<file path="config.mk">
export PLATFORM = sky130hd
export DESIGN_NAME = mc_outer_bank
export DESIGN_NICKNAME = d
export VERILOG_FILES = /design/src/rtl/mc_outer_pkg.sv /design/src/rtl/mc_rst_sync.sv /design/src/rtl/mc_outer_reg.sv /design/src/rtl/mc_prg_map.sv /design/src/rtl/mc_chr_map.sv /design/src/rtl/mc_outer_bank.sv
export SDC_FILE = /design/constraint.sdc
export NUM_CORES = 1
export LEC_CHECK = 0
export BUFFER_PORTS_ARGS = -buffer_cell sky130_fd_sc_hd__buf_2
export CAP_MARGIN = 40
export CORE_ASPECT_RATIO = 0.7
export CORE_MARGIN = 2
export CORE_UTILIZATION = 24
export CTS_CLUSTER_SIZE = 12
export DETAILED_ROUTE_END_ITERATION = 8
export GPL_ROUTABILITY_DRIVEN = 0
export GPL_TIMING_DRIVEN = 0
export MAX_ROUTING_LAYER = met4
export PLACE_DENSITY = 0.79
export SLEW_MARGIN = 20
export SYNTH_ARGS = -nofsm -noshare
export SYNTH_HDL_FRONTEND = slang
export SYNTH_SLANG_ARGS = --single-unit
export TNS_END_PERCENT = 10
</file>
<file path="constraint.sdc">
create_clock -name clk -period 1.18 [get_ports clk]
set_input_delay 0.295 -clock clk [delete_from_list [all_inputs] [get_ports clk]]
set_output_delay 0.295 -clock clk [all_outputs]
set_load 0.005 [all_outputs]
</file>
<file path="src/rtl/mc_outer_pkg.sv">
package mc_outer_pkg;
  localparam int WIN_W    = 3;
  localparam int MODE_BIT = 4;
  localparam int CPU_AW   = 16;
  localparam int DATA_W   = 8;
  localparam logic [CPU_AW-1:0] DEC_MASK  = 16'hE000;
  localparam logic [CPU_AW-1:0] DEC_MATCH = 16'h6000;

  typedef struct packed {
    logic             game;
    logic [WIN_W-1:0] win;
  } outer_t;
endpackage

</file>
<file path="src/rtl/mc_rst_sync.sv">
module mc_rst_sync #(
  parameter int STAGES = 2
) (
  input  logic clk,
  input  logic rst_n,
  output logic rst_sync_n
);
  logic [STAGES-1:0] sh_q;
  logic [STAGES-1:0] sh_d;

  always_comb sh_d = {sh_q[STAGES-2:0], 1'b1};

  always_ff @(posedge clk or negedge rst_n) begin
    if (!rst_n) sh_q <= '0;
    else        sh_q <= sh_d;
  end

  assign rst_sync_n = sh_q[STAGES-1];
endmodule

</file>
<file path="src/rtl/mc_outer_reg.sv">
module mc_outer_reg
  import mc_outer_pkg::*;
(
  input  logic              clk,
  input  logic              rst_n,
  input  logic              cpu_wr,
  input  logic [CPU_AW-1:0] cpu_addr,
  input  logic [DATA_W-1:0] cpu_data,
  output outer_t            outer_q
);
  logic   dec_hit;
  logic   load_en;
  outer_t outer_d;

  always_comb begin
    dec_hit = (cpu_addr & DEC_MASK) == DEC_MATCH;
    load_en = cpu_wr && dec_hit && !outer_q.game;
    outer_d = outer_q;
    if (load_en) begin
      outer_d.game = cpu_data[MODE_BIT];
      outer_d.win  = cpu_data[WIN_W-1:0];
    end
  end

  always_ff @(posedge clk or negedge rst_n) begin
    if (!rst_n)       outer_q <= '0;
    else if (load_en) outer_q <= outer_d;
  end

  logic unused_data;
  assign unused_data = ^{cpu_data[DATA_W-1:MODE_BIT+1], cpu_data[MODE_BIT-1:WIN_W]};
endmodule

</file>
<file path="src/rtl/mc_prg_map.sv">
module mc_prg_map
  import mc_outer_pkg::*;
#(
  parameter  int PRG_IN_W = 4,
  parameter  int PAGE_AW  = 13,
  parameter  int MENU_AW  = 15,
  localparam int CHIP_AW  = WIN_W - 1 + PRG_IN_W + PAGE_AW,
  localparam int N_CHIPS  = 2
) (
  input  outer_t              outer_q,
  input  logic [CPU_AW-1:0]   cpu_addr,
  input  logic [PRG_IN_W-1:0] inner_prg,
  output logic [CHIP_AW-1:0]  prg_addr,
  output logic                prg_menu_ce,
  output logic [N_CHIPS-1:0]  prg_game_ce
);
  localparam int PAD_W = CHIP_AW - MENU_AW;

  logic rom_space;
  assign rom_space = cpu_addr[CPU_AW-1];

  always_comb begin
    if (outer_q.game)
      prg_addr = {outer_q.win[WIN_W-2:0], inner_prg, cpu_addr[PAGE_AW-1:0]};
    else
      prg_addr = {{PAD_W{1'b0}}, cpu_addr[MENU_AW-1:0]};
  end

  assign prg_menu_ce = rom_space && !outer_q.game;

  for (genvar i = 0; i < N_CHIPS; i++) begin : g_chip
    assign prg_game_ce[i] = rom_space && outer_q.game && (outer_q.win[WIN_W-1] == 1'(i));
  end
endmodule

</file>
<file path="src/rtl/mc_chr_map.sv">
module mc_chr_map
  import mc_outer_pkg::*;
#(
  parameter  int CHR_IN_W = 7,
  parameter  int PAGE_AW  = 10,
  parameter  int RAM_AW   = 13,
  parameter  int PPU_AW   = 14,
  localparam int CHIP_AW  = WIN_W - 1 + CHR_IN_W + PAGE_AW,
  localparam int N_CHIPS  = 2
) (
  input  outer_t              outer_q,
  input  logic [PPU_AW-1:0]   ppu_addr,
  input  logic [CHR_IN_W-1:0] inner_chr,
  output logic [CHIP_AW-1:0]  chr_addr,
  output logic                chr_ram_ce,
  output logic [N_CHIPS-1:0]  chr_rom_ce
);
  localparam int PAD_W = CHIP_AW - RAM_AW;

  logic pattern;
  assign pattern = !ppu_addr[PPU_AW-1];

  always_comb begin
    if (outer_q.game)
      chr_addr = {outer_q.win[WIN_W-2:0], inner_chr, ppu_addr[PAGE_AW-1:0]};
    else
      chr_addr = {{PAD_W{1'b0}}, ppu_addr[RAM_AW-1:0]};
  end

  assign chr_ram_ce = pattern && !outer_q.game;

  for (genvar i = 0; i < N_CHIPS; i++) begin : g_chip
    assign chr_rom_ce[i] = pattern && outer_q.game && (outer_q.win[WIN_W-1] == 1'(i));
  end
endmodule

</file>
<file path="src/rtl/mc_outer_bank.sv">
module mc_outer_bank
  import mc_outer_pkg::*;
(
  input  logic        clk,
  input  logic        rst_n,
  input  logic        cpu_wr,
  input  logic [15:0] cpu_addr,
  input  logic [7:0]  cpu_data,
  input  logic [3:0]  inner_prg,
  input  logic [13:0] ppu_addr,
  input  logic [6:0]  inner_chr,
  output logic [18:0] prg_addr,
  output logic        prg_menu_ce,
  output logic [1:0]  prg_game_ce,
  output logic [18:0] chr_addr,
  output logic        chr_ram_ce,
  output logic [1:0]  chr_rom_ce,
  output logic        game_mode
);
  logic   rst_sync_n;
  outer_t outer_q;

  mc_rst_sync #(.STAGES(2)) u_rst (
    .clk        (clk),
    .rst_n      (rst_n),
    .rst_sync_n (rst_sync_n)
  );

  mc_outer_reg u_reg (
    .clk      (clk),
    .rst_n    (rst_sync_n),
    .cpu_wr   (cpu_wr),
    .cpu_addr (cpu_addr),
    .cpu_data (cpu_data),
    .outer_q  (outer_q)
  );

  mc_prg_map #(.PRG_IN_W(4), .PAGE_AW(13), .MENU_AW(15)) u_prg (
    .outer_q     (outer_q),
    .cpu_addr    (cpu_addr),
    .inner_prg   (inner_prg),
    .prg_addr    (prg_addr),
    .prg_menu_ce (prg_menu_ce),
    .prg_game_ce (prg_game_ce)
  );

  mc_chr_map #(.CHR_IN_W(7), .PAGE_AW(10), .RAM_AW(13), .PPU_AW(14)) u_chr (
    .outer_q    (outer_q),
    .ppu_addr   (ppu_addr),
    .inner_chr  (inner_chr),
    .chr_addr   (chr_addr),
    .chr_ram_ce (chr_ram_ce),
    .chr_rom_ce (chr_rom_ce)
  );

  assign game_mode = outer_q.game;
endmodule

</file>
==> flow_metrics.env <==
export IMPL_status="finished, violations left"
export IMPL_violations="setup timing"
export IMPL_diodes=0
export IMPL_wl_per_cell_um=10.1
export IMPL_power_total_mw=1.09
export IMPL_ios=97
export IMPL_cts_root_buf="clkbuf_4"
export IMPL_final_common_cell="buf_2"
export IMPL_drv_cap=0
export IMPL_antenna_left=0
export IMPL_hold_class="flip-flop to async pin"
export IMPL_yosys_area_top_type="buf_4"
export IMPL_grt_pass1_vias=603
export IMPL_clkLatencyLatePin_ns=0.23
export IMPL_cts_tree="yes"
export IMPL_clkPwrFrac_pct=16.3
export IMPL_grt_max_degree=11
export IMPL_setup_ws_ns=-0.331
export IMPL_final_core_util_pct=47.6
export IMPL_yosysTopAreaCellShare_pct=32.5
export IMPL_power_density_nw_per_um2=1040
export IMPL_fin_crit_ns=1.51
export IMPL_cts_sinks=6
export IMPL_die_h_um=45.0
export IMPL_critPathMaxFanout=9
export IMPL_maxSlewViolCount=0
export IMPL_initial_utilization_pct=26.1
export IMPL_grt_pass1_wl_um=2470
export IMPL_critPathMaxStageDelay_ns=0.39
export IMPL_rows=14
export IMPL_layout_drive_gt1_share_pct=80.4
export IMPL_viasPerCell=3.99
export IMPL_ctsLongestPathBuffers=2
export IMPL_r2r_slack_ns=-0.30
export IMPL_p_sw_share_pct=29.2
export IMPL_crit_slowest_cell="dfrtp_1"
export IMPL_port_buffers=69
export IMPL_path_class="flip-flop to output port"
export IMPL_endpoint_kind="output port"
export IMPL_seq_power_share_pct=26.9
export IMPL_area_delta_synth_final_pct=82.0
export IMPL_syn_num_nets=115
export IMPL_grt_usage_pct=11.8
export IMPL_cp_required_ns=0.88
export IMPL_synthDistinctLibCells=17
export IMPL_max_freq_mhz=662
export IMPL_fin_nets=192
export IMPL_nFillCells=217
export IMPL_drc=0
export IMPL_dieArea_um2=2820
export IMPL_overflow=0
export IMPL_syn_area_um2=577
export IMPL_p_sw_mw=0.320
export IMPL_worstPathArrival_ns=1.22
export IMPL_clock_skew_ns=0.000247
export IMPL_first_pass_iters=3
export IMPL_die_w_um=62.6
export IMPL_clk_pin_slew_ns=0.04
export IMPL_antenna_found_initial=0
export IMPL_hpwl_um=1490
export IMPL_path_cells="buf_8 > mux2_2 > buf_2"
export IMPL_synth_warning_count=0
export IMPL_layout_common_cells="buf_2, buf_4, and2_1"
export IMPL_htree_num_levels=1
export IMPL_synth_seq_cells=6
export IMPL_rsz0062_at_grt="yes"
export IMPL_cp_start_kind="flip-flop"
export IMPL_p_comb_share_pct=56.9
export IMPL_wl_um=1720
export IMPL_synth_area_top_cells="buf_4, dfrtp_1, and2_1"
export IMPL_ys_seq_area_share_pct=26.0
export IMPL_design_core_area_um2=2210
export IMPL_hold_viol_final=0
export IMPL_ir_worst_vdd_mv=0.436
export IMPL_finalSetupViolCount=26
export IMPL_dr_total_vias=678
export IMPL_drt_iter0_drc=8
export IMPL_finalCritPeriodShare_pct=128
export IMPL_power_internal_mw=0.774
export IMPL_synthCells=63
export IMPL_power_leakage_nw=0.649
export IMPL_post_synth_cell_area_avg_um2=9.16
export IMPL_numCtsBuffers=3
==> cells in the mapped netlist <==
library cell	number
and2_1	8
o21bai_1	1
mux2_2	4
buf_4	25
and3_1	1
inv_1	1
conb_1	1
nor2_1	2
or3_4	1
nand2_1	4
and3b_1	1
nor3b_1	1
nand2b_4	1
clkbuf_1	2
mux2_4	3
nor2b_1	1
dfrtp_1	6
==> stage by stage <==
stage / setup TNS, ns / cells / cell area, um2 / worst slack [ns] / hold slack [ns]
floorplan: -1.05 / 63 / 577 / -0.168 / -0.000591
global placement: -3.27 / 164 / 962 / -0.311 / 0.0524
detailed placement: -3.98 / 164 / 962 / -0.338 / 0.0584
CTS: -5.80 / 170 / 1030 / -0.333 / 0.0622
global route: -7.19 / 170 / 1050 / -0.389 / 0.0755
finish: -5.81 / 170 / 1050 / -0.331 / 0.0594
==> cell families after synthesis <==
| family | share of synthesized area (%) |
|---|---|
| AOI/OAI and AO/OA | 1.30 |
| buffers and inverters | 34.5 |
| DFF | 26.0 |
| muxes | 15.6 |
| other | 0.650 |
| and+or+nand+nor | 21.9 |
==> sequential cells by signal (all words and copies together), names as in the netlist <==
| name | flops |
|---|---|
| u_reg.outer_q | 4 |
| u_rst.sh_q | 2 |
==> power groups by stage <==
stage | Clock, mW | Sequential, mW | Combinational [mW]
2_1_floorplan | 0 | 0.281 | 0.312
3_3_place_gp | 0 | 0.288 | 0.531
3_5_place_dp | 0 | 0.292 | 0.551
4_1_cts | 0.185 | 0.292 | 0.601
5_1_grt | 0.202 | 0.301 | 0.676
6_report | 0.178 | 0.294 | 0.622
==> final cells by class <==
cell class | instances | area [um2] | share of cell area [%]
clock buffers | 3 | 22.5 | 2.15
repair buffers | 72 | 383 | 36.5
well taps | 32 | 40.0 | 3.81
inverters | 1 | 3.75 | 0.358
multi-input cells | 29 | 240 | 22.9
flip-flops and latches | 6 | 150 | 14.3
plain buffers | 27 | 210 | 20.0
==> path summary, 6_finish.rpt <==
kind / from / endpoint / cells past startpoint
worst max register to register: u_reg.outer_q[3] / u_reg.outer_q[1] / 4
worst min register to register: u_rst.sh_q[1] / u_reg.outer_q[0] / 0
worst min-delay path: u_rst.sh_q[1] / u_reg.outer_q[0] / 0
max in group asynchronous: rst_n / u_rst.sh_q[1] / 2
worst max-delay path: u_reg.outer_q[3] / chr_addr[10] / 3
min in group clk: cpu_data[0] / u_reg.outer_q[0] / 2
==> routing by layer <==
layer	vias to the layer above	GRT usage (%)	part of all wire, %
met2	58	22.2	54
met4	0	4.89	2.3
li1	322	-	-
met1	294	10.3	30
met5	-	-	0
met3	4	5.99	13
==> critical path, delay by kind of cell, from the launching register on <==
family	cells	cell delay, ns
buf+inv	2	0.26
mux	1	0.32
flops	1	0.39
==> repair_timing <==
action	in CTS	in global routing
endpoints found under the setup margin	24	26
buffers inserted	2	0
hold buffers	1	0
resized for setup	6	6
cloned	0	0
hold endpoints to repair	2	0
pin swaps	1	0
No activity file was read; power rests on OpenSTA's default activity.
